### src/rtl/shader_flow_pkg.sv
package shader_flow_pkg;
  localparam int PC_W  = 12;
  localparam int CNT_W = 8;
  localparam int RPT_W = 8;
  localparam int IU_W  = 3 * RPT_W;

  typedef enum logic [3:0] {
    OP_NOP   = 4'd0,
    OP_END   = 4'd1,
    OP_JMPC  = 4'd2,
    OP_JMPU  = 4'd3,
    OP_CALL  = 4'd4,
    OP_CALLU = 4'd5,
    OP_CALLC = 4'd6,
    OP_IFU   = 4'd7,
    OP_IFC   = 4'd8,
    OP_LOOP  = 4'd9
  } fc_op_e;

  typedef enum logic [1:0] {
    SQ_IDLE = 2'd0,
    SQ_RUN  = 2'd1,
    SQ_DONE = 2'd2
  } sq_state_e;

  typedef struct packed {
    logic [PC_W-1:0]  fin;
    logic [PC_W-1:0]  ret;
    logic [RPT_W-1:0] rpt;
    logic [RPT_W-1:0] inc;
    logic [PC_W-1:0]  reent;
  } fc_frame_t;
endpackage

### src/rtl/fc_cond.sv
module fc_cond (
  input  logic       ref_x,
  input  logic       ref_y,
  input  logic [1:0] mode,
  input  logic [1:0] cc,
  output logic       hit
);
  logic hx, hy;

  always_comb begin
    hx = (ref_x == cc[0]);
    hy = (ref_y == cc[1]);
    unique case (mode)
      2'd0:    hit = hx | hy;
      2'd1:    hit = hx & hy;
      2'd2:    hit = hx;
      default: hit = hy;
    endcase
  end
endmodule

### src/rtl/fc_stack.sv
module fc_stack
  import shader_flow_pkg::*;
#(
  parameter int DEPTH = 16
) (
  input  logic      clk,
  input  logic      rst_n,
  input  logic      clr,
  input  logic      push,
  input  fc_frame_t push_frame,
  input  logic      pop,
  input  logic      dec_top,
  output fc_frame_t top_frame,
  output logic      empty,
  output logic      full,
  output logic      ovf
);
  localparam int PTR_W = $clog2(DEPTH + 1);
  localparam int IDX_W = (DEPTH > 1) ? $clog2(DEPTH) : 1;

  fc_frame_t        mem [DEPTH];
  logic [PTR_W-1:0] cnt;
  logic [IDX_W-1:0] wr_idx, top_idx;

  assign wr_idx    = cnt[IDX_W-1:0];
  assign top_idx   = IDX_W'(cnt - PTR_W'(1));
  assign empty     = (cnt == '0);
  assign full      = (cnt == PTR_W'(DEPTH));
  assign top_frame = mem[top_idx];

  always_ff @(posedge clk or negedge rst_n) begin
    if (!rst_n) begin
      cnt <= '0;
      ovf <= 1'b0;
    end else if (clr) begin
      cnt <= '0;
      ovf <= 1'b0;
    end else if (push) begin
      if (full) ovf <= 1'b1;
      else      cnt <= cnt + PTR_W'(1);
    end else if (pop && !empty) begin
      cnt <= cnt - PTR_W'(1);
    end
  end

  always_ff @(posedge clk) begin
    if (!clr) begin
      if (push && !full)
        mem[wr_idx] <= push_frame;
      else if (dec_top && !empty)
        mem[top_idx].rpt <= mem[top_idx].rpt - RPT_W'(1);
    end
  end

  a_r11_ovf_sticky: assert property (@(posedge clk) disable iff (!rst_n)
    (ovf && !clr) |=> ovf);
  a_r11_full_push_keeps_depth: assert property (@(posedge clk) disable iff (!rst_n)
    (push && full && !clr) |=> (cnt == $past(cnt)));
  a_r6_push_grows: assert property (@(posedge clk) disable iff (!rst_n)
    (push && !full && !clr) |=> (cnt == $past(cnt) + PTR_W'(1)));
  a_r10_single_action: assert property (@(posedge clk) disable iff (!rst_n)
    $onehot0({push, pop, dec_top}));
endmodule

### src/rtl/shader_flow_seq.sv
module shader_flow_seq
  import shader_flow_pkg::*;
#(
  parameter int DEPTH    = 16,
  parameter int NUM_BOOL = 16,
  parameter int NUM_INT  = 4,
  parameter int LC_W     = 8
) (
  input  logic                      clk,
  input  logic                      rst_n,
  input  logic                      start,
  input  logic [PC_W-1:0]           entry_pt,
  output logic [PC_W-1:0]           fetch_addr,
  output logic                      fetch_valid,
  input  logic                      fetch_ready,
  input  logic [3:0]                op,
  input  logic [PC_W-1:0]           dest,
  input  logic [CNT_W-1:0]          count,
  input  logic                      ref_x,
  input  logic                      ref_y,
  input  logic [1:0]                cond_mode,
  input  logic [$clog2(NUM_BOOL)-1:0] bool_sel,
  input  logic [$clog2(NUM_INT)-1:0]  int_sel,
  input  logic [1:0]                cc,
  input  logic [NUM_BOOL-1:0]       bool_uni,
  input  logic [NUM_INT*IU_W-1:0]   int_uni,
  output logic [LC_W-1:0]           loop_ctr,
  output logic                      done,
  output logic                      overflow
);
  sq_state_e       st, st_n;
  logic [PC_W-1:0] pc, pc_n, pc1, dst_cnt;
  logic [LC_W-1:0] lc_n;
  logic            run, at_end, cond_hit, bsel;
  logic            s_clr, s_push, s_pop, s_dec, s_empty, s_full;
  fc_frame_t       s_top, s_new;
  logic [IU_W-1:0] iu;
  logic [RPT_W-1:0] lp_rpt, lp_init, lp_inc;

  fc_cond u_cond (
    .ref_x (ref_x),
    .ref_y (ref_y),
    .mode  (cond_mode),
    .cc    (cc),
    .hit   (cond_hit)
  );

  fc_stack #(.DEPTH(DEPTH)) u_stack (
    .clk        (clk),
    .rst_n      (rst_n),
    .clr        (s_clr),
    .push       (s_push),
    .push_frame (s_new),
    .pop        (s_pop),
    .dec_top    (s_dec),
    .top_frame  (s_top),
    .empty      (s_empty),
    .full       (s_full),
    .ovf        (overflow)
  );

  assign run         = (st == SQ_RUN);
  assign at_end      = run && !s_empty && (pc == s_top.fin);
  assign fetch_valid = run && !at_end;
  assign fetch_addr  = pc;
  assign done        = (st == SQ_DONE);
  assign pc1         = pc + PC_W'(1);
  assign dst_cnt     = dest + PC_W'(count);
  assign bsel        = bool_uni[bool_sel];
  assign iu          = int_uni[int_sel*IU_W +: IU_W];
  assign lp_rpt      = iu[RPT_W-1:0];
  assign lp_init     = iu[2*RPT_W-1:RPT_W];
  assign lp_inc      = iu[3*RPT_W-1:2*RPT_W];

  always_comb begin
    st_n   = st;
    pc_n   = pc;
    lc_n   = loop_ctr;
    s_clr  = 1'b0;
    s_push = 1'b0;
    s_pop  = 1'b0;
    s_dec  = 1'b0;
    s_new  = '0;
    if (!run) begin
      if (start) begin
        st_n  = SQ_RUN;
        pc_n  = entry_pt;
        lc_n  = '0;
        s_clr = 1'b1;
      end
    end else if (fetch_ready) begin
      if (at_end) begin
        lc_n = loop_ctr + LC_W'(s_top.inc);
        if (s_top.rpt == '0) begin
          s_pop = 1'b1;
          pc_n  = s_top.ret;
        end else begin
          s_dec = 1'b1;
          pc_n  = s_top.reent;
        end
      end else begin
        pc_n = pc1;
        case (fc_op_e'(op))
          OP_END:  st_n = SQ_DONE;
          OP_JMPC: if (cond_hit) pc_n = dest;
          OP_JMPU: if (bsel == !count[0]) pc_n = dest;
          OP_CALL, OP_CALLU, OP_CALLC: begin
            if ((fc_op_e'(op) == OP_CALL) ||
                (fc_op_e'(op) == OP_CALLU && bsel) ||
                (fc_op_e'(op) == OP_CALLC && cond_hit)) begin
              s_push = 1'b1;
              s_new  = '{fin: dst_cnt, ret: pc1, rpt: '0, inc: '0, reent: dest};
              pc_n   = dest;
            end
          end
          OP_IFU, OP_IFC: begin
            s_push = 1'b1;
            if ((fc_op_e'(op) == OP_IFU) ? bsel : cond_hit) begin
              s_new = '{fin: dest, ret: dst_cnt, rpt: '0, inc: '0, reent: pc1};
            end else begin
              s_new = '{fin: dst_cnt, ret: dst_cnt, rpt: '0, inc: '0, reent: dest};
              pc_n  = dest;
            end
          end
          OP_LOOP: begin
            s_push = 1'b1;
            s_new  = '{fin: dest + PC_W'(1), ret: dest + PC_W'(1),
                       rpt: lp_rpt, inc: lp_inc, reent: pc1};
            lc_n   = LC_W'(lp_init);
          end
          default: ;
        endcase
      end
    end
  end

  always_ff @(posedge clk or negedge rst_n) begin
    if (!rst_n) begin
      st       <= SQ_IDLE;
      pc       <= '0;
      loop_ctr <= '0;
    end else begin
      st       <= st_n;
      pc       <= pc_n;
      loop_ctr <= lc_n;
    end
  end

  a_r1_start_loads: assert property (@(posedge clk) disable iff (!rst_n)
    (!run && start) |=> (fetch_addr == $past(entry_pt)) && fetch_valid | at_end);
  a_r2_stall_holds: assert property (@(posedge clk) disable iff (!rst_n)
    (run && !fetch_ready) |=> ($stable(fetch_addr) && $stable(loop_ctr)));
  a_r3_end_stops: assert property (@(posedge clk) disable iff (!rst_n)
    (fetch_valid && fetch_ready && op == OP_END) |=> (done && !fetch_valid));
  a_r10_pop_returns: assert property (@(posedge clk) disable iff (!rst_n)
    (at_end && fetch_ready && s_top.rpt == '0) |=> (fetch_addr == $past(s_top.ret)));
  a_r9_pass_reenters: assert property (@(posedge clk) disable iff (!rst_n)
    (at_end && fetch_ready && s_top.rpt != '0) |=>
      (fetch_addr == $past(s_top.reent) &&
       loop_ctr == $past(loop_ctr) + LC_W'($past(s_top.inc))));
endmodule

### config.mk
export PLATFORM = sky130hd
export DESIGN_NAME = shader_flow_seq
export DESIGN_NICKNAME = d
export VERILOG_FILES = /design/src/rtl/shader_flow_pkg.sv /design/src/rtl/fc_cond.sv /design/src/rtl/fc_stack.sv /design/src/rtl/shader_flow_seq.sv
export SDC_FILE = /design/constraint.sdc
export NUM_CORES = 1
export LEC_CHECK = 0
export CORE_MARGIN = 2
export CORE_UTILIZATION = 25
export CTS_CLUSTER_SIZE = 30
export DETAILED_ROUTE_END_ITERATION = 7
export PLACE_DENSITY_LB_ADDON = 0.08
export SYNTH_ARGS = -nofsm -noshare
export SYNTH_HDL_FRONTEND = slang
export SYNTH_HIERARCHICAL = 1
export SYNTH_SLANG_ARGS = --single-unit
### constraint.sdc
create_clock -name clk -period 10.17 [get_ports clk]
set_input_delay 2.034 -clock clk [delete_from_list [all_inputs] [get_ports clk]]
set_output_delay 2.034 -clock clk [all_outputs]
set_load 0.01 [all_outputs]
==> results of run 1 <==
[layout make-up]
cell class | instances | area (sq um)
fill | 14237 | 102700
sequential | 860 | 25690
multi-input combinational | 995 | 10860
clock buffer | 133 | 2656
timing repair buffer | 240 | 2432
tap | 1930 | 2415
clock inverter | 52 | 518.0
inverter | 17 | 63.81
[layer usage]
layer  vias to the layer above  GRT usage [%]  wire, microns
met5                         -              0             25
met4                         4          4.599           3236
met3                       161          3.130           5587
met2                       487          24.91          55820
met1                     10835          20.93          51970
li1                       8610              -              -
[logic make-up (layout without fill, tap and decap cells)]
kind of cell             Yosys count  after routing  share of synthesized area (%)
adder cells (fa/ha/maj)           23             23                         0.8194
multiplexers                     310            310                          17.59
flip-flops                       860            860                          69.50
AND/OR/NAND/NOR                  403            403                          5.319
buffers and inverters            131            442                          1.564
XOR/XNOR                          58             58                          1.446
AO/OA/AOI/OAI                    201            201                          3.755
[through the flow]
step / instance area, sq um / util, % / worst slack, ns / total power (W)
2_1_floorplan: 36950 / - / 2.098 / 0.007454
3_3_place_gp: 41460 / 28.14 / 1.728 / 0.009225
3_5_place_dp: 41460 / 28.14 / 1.634 / 0.009205
4_1_cts: 44630 / 30.30 / 1.595 / 0.01276
5_1_grt: 44630 / 30.30 / 1.255 / 0.01315
6_report: 44630 / 30.30 / 1.774 / 0.01250
[cells in the mapped netlist (5+ instances only)]
library cell / n
edfxtp_1: 832
mux4_2: 266
nor2_1: 121
nand2_1: 96
clkbuf_1: 63
and2_1: 50
buf_2: 42
o21ai_0: 38
a21oi_1: 36
xnor2_1: 36
nand3_1: 33
nor2b_1: 30
mux2i_1: 29
dfrtp_1: 28
a31oi_1: 23
ha_1: 21
nor3_1: 20
xor2_1: 20
a22oi_1: 15
inv_1: 15
a221oi_1: 14
mux2_2: 10
and3_1: 9
nand4_1: 9
a21o_1: 8
nand2b_1: 8
o31ai_1: 8
a21boi_0: 5
nor4_1: 5
or3_1: 5
[flip-flops by register name (all words and copies together) (netlist names)]
signal	count
st	2
fetch_addr	12
u_stack/mem	832
loop_ctr	8
u_stack/ovf	1
u_stack/cnt	5
[how the worst min path moves through the flow]
stage	end	slack, ns	cells past startpoint
2_1_floorplan	st[1]	0.49	1
3_3_place_gp	loop_ctr[2]	0.51	2
3_5_place_dp	loop_ctr[0]	0.51	2
4_1_cts	st[1]	0.53	1
5_1_grt	loop_ctr[3]	0.56	2
6_report	loop_ctr[0]	0.53	2
[report_power, final]
part	internal, W	switching [W]
Clock	0.00204	0.00145
Combinational	0.00216	0.00268
Sequential	0.00399	0.000178
Total	0.00819	0.00431
[worst register-to-register path, cell delays in order (launching register included)]
cell and delay (ns):
dfrtp_4 0.92, inv_2 0.27, ha_4 1.02, buf_4 0.51, mux4_2 0.39, mux4_2 0.49
xnor2_1 0.32, nand4_1 0.16, or4_1 0.62, and2_1 0.21, nand2_1 0.11, nor2_1 0.09
buf_4 0.18, a31oi_1 0.36, o21ai_4 0.35, nor4_1 0.37, o21ai_0 0.16, buf_4 0.19
nor2_4 0.51, buf_4 0.70
==> out/qor.csv, run 1 <==
stage,metric,value,unit
clock_network,hold_buffers,0,
worst_setup_path,path_cells,inv_2 > ha_4 > buf_4 > mux4_2 > mux4_2 > xnor2_1 > nand4_1 > or4_1 > and2_1 > buf_4 > clkdlybuf4s50_1,
floorplan,dieHeight,388.5,microns
worst_setup_path,rrSetupSlack,1.78,ns
worst_setup_path,cp.buffers_inverters,4,
clock_network,cts_num_sinks,860,
worst_setup_path,cpLargestDelayFamily,buffers and inverters,
routing,drc,0,
final_layout,layout.cells.most_common,edfxtp_1,
timing,relSlewSlack,9.885,%
logic_synthesis,synth-warning-count,6,
logic_synthesis,synth-edff-count,832,
place,dp_cells,4042,
worst_setup_path,cpMaxStageDelayCell,ha_4,
timing,worst_pin_slew,1.343,ns
logic_synthesis,synth_area,0.03695,sq mm
logic_synthesis,synth_top_cell_area_share,67.61,%
final_layout,most-common-layout-cells,"edfxtp_1, mux4_2, clkdlybuf4s50_1, nor2_1, clkbuf_16",
floorplan,die_w,388.5,microns
place,place_congestion,0.7827,
logic_synthesis,synthArstFlopShare,3.256,%
hold_path,hold_path.class,flop to flop,
clock_network,insertion_delay,0.70,ns
clock_network,htreeDepth,3,
worst_setup_path,path_class,flop to output port,
worst_setup_path,endpoint_kind,output port,
global_route,grt_max_degree,96,
worst_setup_path,crit_fanout,61,
final_layout,nets,2401,
global_route,antenna_found_initial,9,
floorplan,std_cell_rows,141,
routing,routedWlPerCell,27.59,microns
worst_setup_path,crit_required,8.14,ns
global_route,grt_pass1_wl,164.5,mm
logic_synthesis,syn_avg_cell_area,18.61,sq um
logic_synthesis,synth_nets,2173,
timing,skew,0.02530,ns
floorplan,floorplan.initialDensity,25.09,%
worst_setup_path,cpPeakStageDelay,1.01,ns
pwr,p_per_area,280.0,mW/mm^2
pwr,ir_drop,0.2447,mV
timing,slew_viol_final,0,
final_layout,antennaDiodeCount,0,
pwr,leakagePower,14.40,nW
floorplan,io_pins,187,
timing,setup_viol,0,
worst_setup_path,cp.depth,11,
clock_network,ctsLongestPathBuffers,3,
worst_setup_path,startpoint_type,flop,
global_route,track_usage,15.43,%
worst_setup_path,rr_endpoint,u_stack/mem[4][31],
clock_network,post_cts_buffers,0,
global_route,grt_remaining_overflow,0,
logic_synthesis,synthFlopType,edfxtp_1,
timing,fmax,119.1,MHz
place,portBuffers,186,
logic_synthesis,yosysUniqueCellTypes,76,
status,run_status,"finished, final reports clean",
routing,dr.first_iter.drc_count,1647,
worst_setup_path,r2r-start,u_stack/cnt[0],
timing,rsz0062_at_grt,false,
routing,dr.pass1.iters,7,
worst_setup_path,cp.arrival,6.36,ns
clock_network,cts_tree,built,
worst_setup_path,startpoint,u_stack/cnt[0],
timing,finalHoldViolCount,0,
timing,finalCritPeriodShare,82.56,%
final_layout,area_growth,20.78,%
logic_synthesis,ys_ff_latch,860,
place,dp_hpwl,73.28,mm
floorplan,core,0.1473,sq mm
logic_synthesis,post-synth-top-area-cell,edfxtp_1,
global_route,grt_pass1_vias,21055,
floorplan,dieArea,0.1509,sq mm
routing,dr_total_vias,20097,
worst_setup_path,crit_end,fetch_valid,
timing,holdWs,0.5257,ns
clock_network,post_cts_resized,0,
final_layout,fin_cells,4227,
routing,drt_wl_total,116.6,mm
logic_synthesis,synth_cells,1986,
clock_network,cts_made_buffers,100,
routing,via_per_inst,4.754,
timing,setup_tns,0,ns
routing,final_antenna_net_count,0,
hold_path,hp-start,loop_ctr[0],
timing,fin_crit,8.396,ns
final_layout,drive_above_1_share,21.94,%
logic_synthesis,seq_area_frac_synth,69.50,%
clock_network,clk_pin_slew,0.06,ns
clock_network,root_buffer,clkbuf_16,
flow_run,cap_violations,0,
logic_synthesis,synth.area.top_cells,"edfxtp_1, mux4_2, dfrtp_1",
worst_setup_path,rr_worst_depth,19,
Note: power is estimated with default switching activity, not from simulation.
==> run 2, diff against run 1 <==
clock period = 7 ns   (was 10.17 ns; I/O delays follow)
==> out/qor.csv, run 2 (synthesis results as in run 1) <==
stage,metric,value,unit
timing,holdWs,0.5143,ns
worst_setup_path,startpoint_type,flop,
global_route,grt.busiest_layer,met2,
routing,drt_wl_total,120.7,mm
clock_network,clk_pin_slew,0.06,ns
final_layout,drive_above_1_share,24.11,%
global_route,grt_max_degree,74,
final_layout,regMostFlops,u_stack/mem,
place,portBuffers,186,
clock_network,cts_tree,built,
final_layout,layout.cells.most_common,edfxtp_1,
clock_network,post_cts_resized,0,
routing,routedWlPerCell,28.12,microns
final_layout,area_growth,22.43,%
timing,setup_viol,0,
clock_network,ctsLongestPathBuffers,3,
floorplan,floorplan.initialDensity,25.09,%
global_route,grt_use_met2,24.91,%
place,dp_cells,4103,
hold_path,hold_path.class,flop to flop,
timing,skew,0.04040,ns
routing,drc,0,
timing,slew_viol_final,0,
final_layout,most-common-layout-cells,"edfxtp_1, mux4_2, clkdlybuf4s50_1, nor2_1, clkbuf_16",
global_route,track_usage,15.94,%
clock_network,hold_buffers,0,
pwr,p_per_area,410.6,mW/mm^2
place,place_congestion,0.7927,
global_route,antenna_found_initial,4,
timing,fmax,153.8,MHz
floorplan,dieHeight,388.5,microns
final_layout,nets,2462,
clock_network,root_buffer,clkbuf_16,
timing,relSlewSlack,11.33,%
routing,dr.pass1.iters,5,
pwr,leakagePower,14.76,nW
clock_network,post_cts_buffers,0,
clock_network,htreeDepth,3,
pwr,ir_drop,0.2875,mV
routing,dr_total_vias,20581,
global_route,grt_pass1_wl,171.0,mm
flow_run,cap_violations,0,
worst_setup_path,crit_fanout,26,
timing,finalHoldViolCount,0,
floorplan,std_cell_rows,141,
worst_setup_path,cp.arrival,5.10,ns
floorplan,io_pins,187,
worst_setup_path,endpoint_kind,output port,
timing,setup_tns,0,ns
place,dp_hpwl,76.42,mm
timing,rsz0062_at_grt,false,
final_layout,largest_reg_flops,832,
floorplan,die_w,388.5,microns
global_route,grtUsageMet3,2.354,%
status,run_status,"finished, final reports clean",
timing,worst_pin_slew,1.316,ns
clock_network,insertion_delay,0.71,ns
floorplan,core,0.1473,sq mm
global_route,grt_remaining_overflow,0,
clock_network,cts_made_buffers,100,
routing,via_per_inst,4.796,
final_layout,fin_cells,4291,
global_route,grt_pass1_vias,21506,
worst_setup_path,crit_required,5.60,ns
routing,dr.first_iter.drc_count,1561,
global_route,use_met1,23.41,%
timing,finalCritPeriodShare,92.89,%
timing,fin_crit,6.502,ns
floorplan,dieArea,0.1509,sq mm
worst_setup_path,path_class,flop to output port,
routing,final_antenna_net_count,0,
clock_network,cts_num_sinks,860,
final_layout,fillers,14247,
-- run 2: where the power goes --
part / internal (W) / switching (W) / total, W
Clock: 0.00297 / 0.00211 / 0.00508
Combinational: 0.00328 / 0.00421 / 0.00749
Sequential: 0.00580 / 0.000209 / 0.00601
-- run 2: final timing paths --
kind	startpoint	endpoint	slack, ns	cells past startpoint
worst min register to register	loop_ctr[3]	loop_ctr[3]	0.51	2
min in group asynchronous	rst_n	u_stack/cnt[1]	0.86	1
max in group asynchronous	rst_n	u_stack/cnt[0]	5.42	1
worst max-delay path	u_stack/cnt[1]	fetch_valid	0.50	12
worst max register to register	u_stack/cnt[1]	u_stack/mem[9][4]	0.61	18
worst min-delay path	loop_ctr[3]	loop_ctr[3]	0.51	2
-- run 2: metal layers --
layer,share of wire (%),wire length (microns),up-vias
li1,-,-,8737
met4,1.4,1738,0
met3,4.2,5118,124
met2,46,55670,521
met5,0,0,-
met1,48,58130,11199
-- run 2: stage by stage --
stage	util [%]	setup WS (ns)	instance area [sq um]	total power, W
floorplan	-	-0.4389	37040	0.01085
global placement	28.55	0.6024	42060	0.01379
detailed placement	28.55	0.6828	42060	0.01377
CTS	30.71	0.4046	45240	0.01894
global route	30.71	0.2217	45240	0.01951
finish	30.71	0.4980	45240	0.01858
-- run 2: worst max-delay path, cell delays in order (launching register included) --
cell and delay (ns):
dfrtp_1 0.53, inv_1 0.18, ha_4 0.48, buf_12 0.25, buf_4 0.25, mux4_2 0.34, mux4_2 0.49, xnor2_1 0.32
nand4_1 0.15, or4_1 0.46, and2_1 0.19, buf_4 0.21, clkdlybuf4s50_1 0.50
-- run 2: area by class of cell --
type	instances	area [sq um]	share of cell area [%]
tap	1930	2415	5.337
multi-input combinational	995	10860	23.99
antenna	1	2.502	0.005531
sequential	860	25690	56.78
clock buffer	129	2695	5.957
clock inverter	58	483.0	1.067
inverter	17	63.81	0.1410
timing repair buffer	301	3040	6.720
==> run 3, diff against run 2 <==
CTS_CLUSTER_SIZE = 10   (was 30)
==> out/qor.csv, run 3 (synthesis results as in run 1) <==
stage,metric,value,unit
status,run_status,"finished, final reports clean",
routing,drc,0,
final_layout,largest_reg_flops,832,
worst_setup_path,path_class,flop to output port,
floorplan,dieHeight,388.5,microns
final_layout,fin_util,30.60,%
timing,holdWs,0.5135,ns
flow_run,cap_violations,0,
floorplan,dieArea,0.1509,sq mm
timing,rsz0062_at_grt,false,
pwr,p_per_area,408.0,mW/mm^2
clock_network,cts_made_buffers,103,
timing,fin_crit,6.483,ns
routing,wl_met1,58.14,mm
final_layout,layout.cells.most_common,edfxtp_1,
global_route,antenna_found_initial,3,
worst_setup_path,endpoint_kind,output port,
floorplan,std_cell_rows,141,
routing,routedWlPerCell,28.26,microns
clock_network,post_cts_buffers,0,
final_layout,most-common-layout-cells,"edfxtp_1, mux4_2, clkdlybuf4s50_1, clkbuf_16, nor2_1",
worst_setup_path,cp.arrival,5.08,ns
place,dp_hpwl,76.42,mm
routing,wl_met2,55.52,mm
clock_network,cts_tree,built,
global_route,grt_remaining_overflow,0,
clock_network,htreeDepth,3,
floorplan,core,0.1473,sq mm
timing,worst_pin_slew,1.345,ns
timing,setup_slack,0.5173,ns
floorplan,floorplan.initialDensity,25.09,%
routing,dr_total_vias,20504,
timing,finalHoldViolCount,0,
clock_network,insertion_delay,0.71,ns
floorplan,die_w,388.5,microns
timing,slew_viol_final,0,
global_route,grt_max_degree,74,
timing,finalCritPeriodShare,92.61,%
place,place_congestion,0.7927,
timing,relSlewSlack,9.390,%
final_layout,regMostFlops,u_stack/mem,
routing,via_per_inst,4.801,
routing,final_antenna_net_count,0,
clock_network,post_cts_resized,0,
timing,fmax,154.3,MHz
global_route,track_usage,15.96,%
timing,setup_tns,0,ns
clock_network,ctsLongestPathBuffers,3,
place,place_area,0.04206,sq mm
timing,skew,0.04284,ns
final_layout,area_growth,21.99,%
clock_network,clk_pin_slew,0.06,ns
routing,top_layer,met4,
place,dp_slack,0.6828,ns
routing,drt_wl_total,120.7,mm
final_layout,nets,2465,
worst_setup_path,crit_fanout,25,
final_layout,drive_above_1_share,23.76,%
clock_network,cts_num_sinks,860,
timing,setup_viol,0,
clock_network,hold_buffers,0,
routing,dr.pass1.iters,7,
hold_path,hold_path.class,flop to flop,
worst_setup_path,startpoint_type,flop,
clock_network,root_buffer,clkbuf_16,
worst_setup_path,crit_required,5.60,ns
final_layout,stdcell_area,0.04508,sq mm
routing,dr.first_iter.drc_count,1588,
floorplan,io_pins,187,
global_route,grt_pass1_wl,171.3,mm
pwr,leakagePower,14.67,nW
global_route,grt_pass1_vias,21619,
routing,wl_met3,5.001,mm
pwr,ir_drop,0.2877,mV
place,portBuffers,186,
==> run 3: worst max-delay path, stage by stage, from the launching register on <==
cell and delay, ns:
dfrtp_4 0.48, buf_4 0.48, buf_4 0.42, mux4_2 0.57, mux4_2 0.49, xnor2_1 0.33, nand3_1 0.14, or4_1 0.53
and2_1 0.19, buf_4 0.20, clkdlybuf4s50_1 0.50
==> run 3: worst paths after layout <==
kind,from,to,slack (ns),cells past startpoint
setup / recovery,u_stack/cnt[0],fetch_valid,0.52,10
hold / removal,loop_ctr[3],loop_ctr[3],0.51,2
setup reg to reg,u_stack/cnt[0],u_stack/mem[9][6],0.73,17
hold reg to reg,loop_ctr[3],loop_ctr[3],0.51,2
max in group asynchronous,rst_n,u_stack/cnt[0],5.39,1
min in group asynchronous,rst_n,loop_ctr[3],0.87,1
==> run 3: final cells by class <==
| cell class | count | area, sq um |
|---|---|---|
| fill | 14235 | 102200 |
| sequential | 860 | 25690 |
| multi-input combinational | 995 | 10860 |
| timing repair buffer | 301 | 3040 |
| clock buffer | 147 | 2877 |
| tap | 1930 | 2415 |
| clock inverter | 20 | 140.1 |
| inverter | 17 | 63.81 |
| antenna | 1 | 2.502 |
==> run 3: per-stage QoR <==
step,instances,power (W)
3_3_place_gp,4103,0.01379
2_1_floorplan,1986,0.01085
5_1_grt,4270,0.01932
3_5_place_dp,4103,0.01377
4_1_cts,4270,0.01877
6_report,4271,0.01839
==> run 3: report_power, final <==
group	internal [W]	leakage (nW)	switching, W
combinational	0.00328	4.94	0.00421
sequential	0.00580	8.27	0.000207
clock	0.00285	1.47	0.00205
==> run 3: routing by layer <==
layer  vias to the layer above  GRT usage, %
met4                         0         3.679
li1                       8714             -
met2                       495         24.99
met5                         -             0
met1                     11151         23.33
met3                       144         2.311
